**config.mk**
```make
export PLATFORM = sky130hd
export DESIGN_NAME = csync_vsep
export DESIGN_NICKNAME = d
export VERILOG_FILES = /design/src/rtl/csync_vsep.sv
export SDC_FILE = /design/constraint.sdc
export NUM_CORES = 1
export LEC_CHECK = 0
export ABC_CLOCK_PERIOD_IN_PS = 3130
export BUFFER_PORTS_ARGS = -buffer_cell sky130_fd_sc_hd__buf_2
export CORE_MARGIN = 3
export CORE_UTILIZATION = 40
export DETAILED_ROUTE_END_ITERATION = 10
export SETUP_SLACK_MARGIN = 0.1
export SLEW_MARGIN = 20
export SYNTH_ARGS = -nofsm -noshare
export SYNTH_HDL_FRONTEND = slang
export SYNTH_SLANG_ARGS = --single-unit
```
**constraint.sdc**
```tcl
create_clock -name clk_slow -period 3.13 [get_ports clk_slow]
set_input_delay 0.626 -clock clk_slow [delete_from_list [all_inputs] [get_ports clk_slow]]
set_output_delay 0.626 -clock clk_slow [all_outputs]
set_load 0.03 [all_outputs]
```
**src/rtl/csync_vsep.sv**
```systemverilog
module csync_vsep #(
  parameter int TW          = 8,
  parameter int SYNC_STAGES = 2,
  parameter int DEF_THRESH  = 32,
  parameter bit IDLE_LEVEL  = 1'b0
) (
  input  logic          clk_slow,
  input  logic          rst_n,
  input  logic          csync_in,
  input  logic [TW-1:0] sep_thresh,
  output logic          vsep_out
);

  localparam logic [TW-1:0] THR_RST = TW'(DEF_THRESH);
  localparam logic [TW-1:0] THR_MIN = TW'(1);

  logic [SYNC_STAGES-1:0] sync_q;
  logic [TW-1:0]          thr_q;
  logic [TW-1:0]          run_cnt;
  logic                   vs_q;

  always_ff @(posedge clk_slow or negedge rst_n) begin
    if (!rst_n) sync_q <= {SYNC_STAGES{IDLE_LEVEL}};
    else        sync_q <= {sync_q[SYNC_STAGES-2:0], csync_in};
  end

  always_ff @(posedge clk_slow or negedge rst_n) begin
    if (!rst_n) thr_q <= THR_RST;
    else        thr_q <= sep_thresh;
  end

  wire          sync_bit = sync_q[SYNC_STAGES-1];
  wire          differ   = sync_bit != vs_q;
  wire [TW-1:0] thr_eff  = (thr_q == '0) ? THR_MIN : thr_q;
  wire [TW:0]   run_inc  = {1'b0, run_cnt} + 1'b1;
  wire          reached  = run_inc >= {1'b0, thr_eff};

  always_ff @(posedge clk_slow or negedge rst_n) begin
    if (!rst_n) begin
      run_cnt <= '0;
      vs_q    <= IDLE_LEVEL;
    end else if (!differ) begin
      run_cnt <= '0;
    end else if (reached) begin
      run_cnt <= '0;
      vs_q    <= ~vs_q;
    end else begin
      run_cnt <= run_inc[TW-1:0];
    end
  end

  assign vsep_out = vs_q;

endmodule


```
# Word level (Yosys, flattened, before mapping)
# Index checks and enable logic that the tools add are counted.
word_totals:
  wordCells: 13
  output_inout_bits: 1
  in_bits: 11
  regBits: 19
op_classes:
  n_lt_le_gt_ge: 1
  reduce_logical: 2
  mux: 3
  n_bitwise: 1
  n_addsub: 1
  n_eq_ne: 1
ops:
  columns: ["operator", "n"]
  rows:
  - ["two-way mux 8 bit", 3]
  - ["adder 8 x 1 -> 9 bit, second input constant", 1]
  - ["greater-or-equal comparator 9 x 8 -> 1 bit", 1]
  - ["zero test 8 bit", 1]
  - ["AND reduction 2 bit", 1]
  - ["inequality test 1 bit", 1]
  - ["NOT 1 bit", 1]

# Depth between registers and ports, before layout
logic_depth:
  word_depth: 5
  mapped_depth: 9

# Least setup slack after synthesis
# OpenSTA, ideal clock, no wires.
synth_path:
  path_type: "register -> register"
  start: "register run_cnt[0]"
  end: "register vs_q, in the netlist vsep_out"
  n_path_buf: 0
  path_stages_with_launch: 10
  setup_slack_ns: 0.824
  t_required_ns: 3.005
  arrival_time_ns: 2.181
  setup_time_ns: 0.125
  synth_period_minus_slack_ns: 2.306
  path_cell_list: "dfrtp_1 -> ha_1 -> nand3_2 -> nor2_1 -> xor2_1 -> ha_1 -> and3_1 -> a221oi_2 -> o211ai_4 -> mux2_4"
synth_between:
  elab_chain_cells: 3
synth_rtl:
  columns: ["element", "line_no", "rtl"]
  rows:
  - ["start, declared", "19", "logic [TW-1:0] run_cnt;"]
  - ["start signal, assigned", "48", "run_cnt <= run_inc[TW-1:0];"]
  - ["adder 8 x 1 -> 9 bit", "35", "wire [TW:0] run_inc = {1'b0, run_cnt} + 1'b1;"]
  - ["greater-or-equal comparator 9 x 8 -> 1 bit", "36", "wire reached = run_inc >= {1'b0, thr_eff};"]
  - ["AND reduction 2 bit (no line)", null, null]
  - ["end signal, assigned", "46", "vs_q <= ~vs_q;"]
  - ["end, declared", "20", "logic vs_q;"]
# No other way between the ends.
# A chain may end at the register's enable or synchronous reset.

# Worst setup path after layout
# Ends and elaborated chain as after synthesis.

==> impl_metrics.prom <==
# TYPE chip_impl_metric gauge
chip_impl_info{name="outcome",value="complete, no violations"} 1
chip_impl_metric{name="die_area",unit="mm²"} 0.00289
chip_impl_info{name="cts_tree",value="done"} 1
chip_impl_metric{name="number_of_different_library_cells_in_the_post_synthesis_netlist",unit=""} 22
chip_impl_info{name="critical_path.most_common_cell",value="sky130_fd_sc_hd__ha_1"} 1
chip_impl_info{name="library_cell_used_as_clock_root_buffer",value="sky130_fd_sc_hd__clkbuf_4"} 1
chip_impl_metric{name="timing.final.crit_period",unit="ns"} 2.54
chip_impl_metric{name="synth_nets",unit=""} 93
chip_impl_metric{name="chipHeight",unit="µm"} 53.8
chip_impl_metric{name="tritoncts_num_sinks",unit=""} 19
chip_impl_metric{name="area.growth.synth_to_final",unit="%"} 12.6
chip_impl_metric{name="cts_resized",unit=""} 0
chip_impl_metric{name="clock_path_buffers",unit=""} 2
chip_impl_metric{name="dpl.cell_count",unit=""} 111
chip_impl_metric{name="worstPathBufferInverterCount",unit=""} 0
chip_impl_metric{name="path_max_fanout",unit=""} 9
chip_impl_info{name="end_kind",value="flip-flop"} 1
chip_impl_metric{name="final-hold-violation-count",unit=""} 0
chip_impl_metric{name="postCtsHoldBufs",unit=""} 0
chip_impl_metric{name="routed_wirelength",unit="µm"} 1290
chip_impl_metric{name="critical_path_required",unit="ns"} 3.31
chip_impl_metric{name="synth_area",unit="µm²"} 913
chip_impl_metric{name="layout.nets",unit=""} 109
chip_impl_metric{name="grt_antenna_before_repair",unit=""} 0
chip_impl_metric{name="detail_route.vias_per_cell",unit=""} 4.77
chip_impl_metric{name="synth_edf_count",unit=""} 0
chip_impl_metric{name="report.final.setup_viol",unit=""} 0
chip_impl_info{name="start_kind",value="flip-flop"} 1
chip_impl_metric{name="post-dp-hpwl",unit="µm"} 1040
chip_impl_metric{name="number_of_h_tree_branching_levels",unit=""} 1
chip_impl_metric{name="post_cts.repair.setup_buffers",unit=""} 0
chip_impl_metric{name="peakVddDrop",unit="µV"} 422
chip_impl_metric{name="cts_clock_pin_slew_for_the_worst_setup_and_hold_paths",unit="ns"} 0.10
chip_impl_metric{name="slew_viol_final",unit=""} 0
chip_impl_metric{name="cap_viol_max_count",unit=""} 0
chip_impl_info{name="path_delay_family",value="adder cells"} 1
chip_impl_metric{name="yosysWarnings",unit=""} 0
chip_impl_info{name="setup.worst_path.start",value="run_cnt[0]"} 1
chip_impl_metric{name="buffer_ports.inserted",unit=""} 11
chip_impl_metric{name="drt-initial-drc-count",unit=""} 2
chip_impl_metric{name="postSynthRegisterBits",unit=""} 19
chip_impl_info{name="critical_path.cell_chain",value="ha_1, nand3_2, nor2_1, xor2_1, ha_1, and3_1, a221oi_2, o211ai_4, mux2_4"} 1
chip_impl_info{name="cpMaxStageDelayCell",value="sky130_fd_sc_hd__dfrtp_1"} 1
chip_impl_metric{name="finalClockSkew",unit="ns"} 0.00523
chip_impl_metric{name="number_of_i_o_pins",unit=""} 12
chip_impl_metric{name="final_layout_fill_cell_count",unit=""} 182
chip_impl_info{name="ys.flop_type",value="sky130_fd_sc_hd__dfrtp_1"} 1
chip_impl_info{name="synth_area_leaders",value="sky130_fd_sc_hd__dfrtp_1 49%, sky130_fd_sc_hd__ha_1 12%, sky130_fd_sc_hd__nor3b_1 5.8%"} 1
chip_impl_metric{name="yosys.area.top_type_share",unit=""} 0.493
chip_impl_metric{name="final_cells",unit=""} 115
chip_impl_metric{name="fmax",unit="GHz"} 0.394
chip_impl_metric{name="placeableCoreArea",unit="mm²"} 0.00206
chip_impl_metric{name="p_leak",unit="µW"} 0.000537
chip_impl_metric{name="yosysSeqAreaShare",unit=""} 0.522
chip_impl_metric{name="critPathArrivalTime",unit="ns"} 2.72
chip_impl_metric{name="final.period_utilization",unit=""} 0.810
chip_impl_metric{name="syn_inst",unit=""} 73
chip_impl_info{name="min_path_type",value="in -> async"} 1
chip_impl_metric{name="max-slew-margin-rel",unit=""} 0.592
chip_impl_metric{name="max_stage_delay_on_crit_path",unit="ns"} 0.45
chip_impl_metric{name="ant_nets",unit=""} 0
chip_impl_metric{name="post_route_drc",unit=""} 0
chip_impl_info{name="netlist.top_cell.by_area",value="sky130_fd_sc_hd__dfrtp_1"} 1
chip_impl_info{name="netlist_top_cells_count",value="18 x sky130_fd_sc_hd__dfrtp_1, 9 x sky130_fd_sc_hd__ha_1, 7 x sky130_fd_sc_hd__inv_1, 7 x sky130_fd_sc_hd__nor3b_1"} 1
chip_impl_metric{name="avgRoutedWirePerCell",unit="µm"} 11.2
chip_impl_metric{name="fin_setup_tns",unit="ns"} 0
chip_impl_metric{name="clock_latency",unit="ns"} 0.29
chip_impl_metric{name="drive_gt1_frac",unit=""} 0.239
chip_impl_metric{name="p_per_area",unit="mW/mm²"} 558
chip_impl_metric{name="first_global_vias",unit=""} 569
chip_impl_metric{name="groute.usage.overall",unit=""} 0.114
chip_impl_metric{name="gp_routability_congestion",unit=""} 0.711
chip_impl_metric{name="cts_buffers",unit=""} 3
chip_impl_info{name="timing_worst_setup_path_type",value="reg -> reg"} 1
chip_impl_info{name="grt_setup_unrepaired",value="no"} 1
chip_impl_metric{name="synthArstFlopShare",unit=""} 1.00
chip_impl_metric{name="worst-slew-pin-transition",unit="ns"} 0.608
chip_impl_metric{name="num_vias",unit=""} 548
chip_impl_metric{name="post-route-util",unit=""} 0.499
chip_impl_metric{name="firstDrtPassIters",unit=""} 2
chip_impl_metric{name="global_route.overflow_total",unit=""} 0
chip_impl_metric{name="floorplan.initialDensity",unit=""} 0.443
chip_impl_info{name="worst_r2r_startpoint",value="run_cnt[0]"} 1
chip_impl_metric{name="grt_pass1_wl",unit="µm"} 2330
chip_impl_metric{name="grt_max_degree",unit=""} 20
chip_impl_metric{name="die_w",unit="µm"} 53.8
chip_impl_info{name="synth.most_common_cell",value="sky130_fd_sc_hd__dfrtp_1"} 1
chip_impl_metric{name="row_count",unit=""} 16
chip_impl_metric{name="avg_inst_size_synth",unit="µm²"} 12.5
chip_impl_metric{name="insertedDiodeCount",unit=""} 0
path summary, 6_finish.rpt:
| kind | to | slack (ns) | cells after the start |
|---|---|---|---|
| worst max-delay path | vsep_out | 0.59 | 9 |
| worst min-delay path | sync_q[0] | 0.24 | 1 |
| worst max register to register | vsep_out | 0.59 | 9 |
| worst min register to register | sync_q[1] | 0.36 | 0 |
| max in group asynchronous | thr_q[5] | 2.57 | 1 |
| min in group clk_slow | sync_q[1] | 0.36 | 0 |
through the flow:
step           total power (µW)  hold WS [ns]  instance area [µm²]  setup slack [ns]
6_report                    574         0.241                 1030             0.595
5_1_grt                     611         0.260                 1030             0.410
4_1_cts                     581         0.252                 1030             0.576
3_5_place_dp                462         0.335                 1000             0.607
3_3_place_gp                460         0.333                 1000             0.595
2_1_floorplan               420         0.330                  913             0.824
power breakdown:
part | leakage, µW | internal (µW) | total, µW | switching [µW]
registers | 0.000238 | 273 | 299 | 25.7
clock network | 0.0000150 | 49.5 | 118 | 68.3
logic | 0.000284 | 70.3 | 157 | 86.9
total | 0.000537 | 393 | 574 | 181
cells by family after synthesis:
group | count (synthesis) | synth area share
mux | 1 | 0.0164
xor+xnor | 7 | 0.0671
flops | 19 | 0.522
simple gates | 23 | 0.153
buf+inv | 7 | 0.0288
fa+ha+maj | 9 | 0.123
compound gates | 7 | 0.0890
metal layers:
| metal | routed length (µm) | up-vias | GRT usage |
|---|---|---|---|
| met5 | 0 | - | 0 |
| met4 | 23 | 0 | 0.0638 |
| met3 | 46 | 4 | 0.0166 |
| met2 | 597 | 11 | 0.192 |
| met1 | 622 | 248 | 0.140 |
| li1 | - | 285 | - |
worst reg2reg max path: cells and delay by family, from the launching register on:
| family | cells | cell delay [ns] |
|---|---|---|
| flops | 1 | 0.45 |
| compound gates | 2 | 0.50 |
| fa+ha+maj | 2 | 0.50 |
| xor+xnor | 1 | 0.22 |
| simple gates | 3 | 0.44 |
| mux | 1 | 0.33 |
sequential cells by signal, indices dropped and copies added (netlist names):
signal and cells:
run_cnt 8, thr_q 8, sync_q 2, vsep_out 1
cell usage in the layout, fill, tap and decap left out, drive strengths merged:
master  instances
o211ai          1
xnor2           3
a31oi           1
nand3           4
nor3            2
dfrtp          18
and3            1
xor2            4
nor2            2
nor3b           7
ha              9
clkbuf          4
buf            11
a21o            3
a221oi          1
dfstp           1
nand2b          1
inv             7
nor4            1
a41o            1
mux2            1
or3             1
nand2           4
cell type report:
| type | instances | area (µm²) | share of cell area |
|---|---|---|---|
| Sequential cell | 19 | 477 | 0.464 |
| Timing Repair Buffer | 11 | 55.1 | 0.0535 |
| Clock buffer | 4 | 26.3 | 0.0255 |
| Tap cell | 27 | 33.8 | 0.0328 |
| Inverter | 7 | 26.3 | 0.0255 |
| Multi-Input combinational cell | 47 | 410 | 0.399 |
No activity file was read; power rests on OpenSTA's default activity.
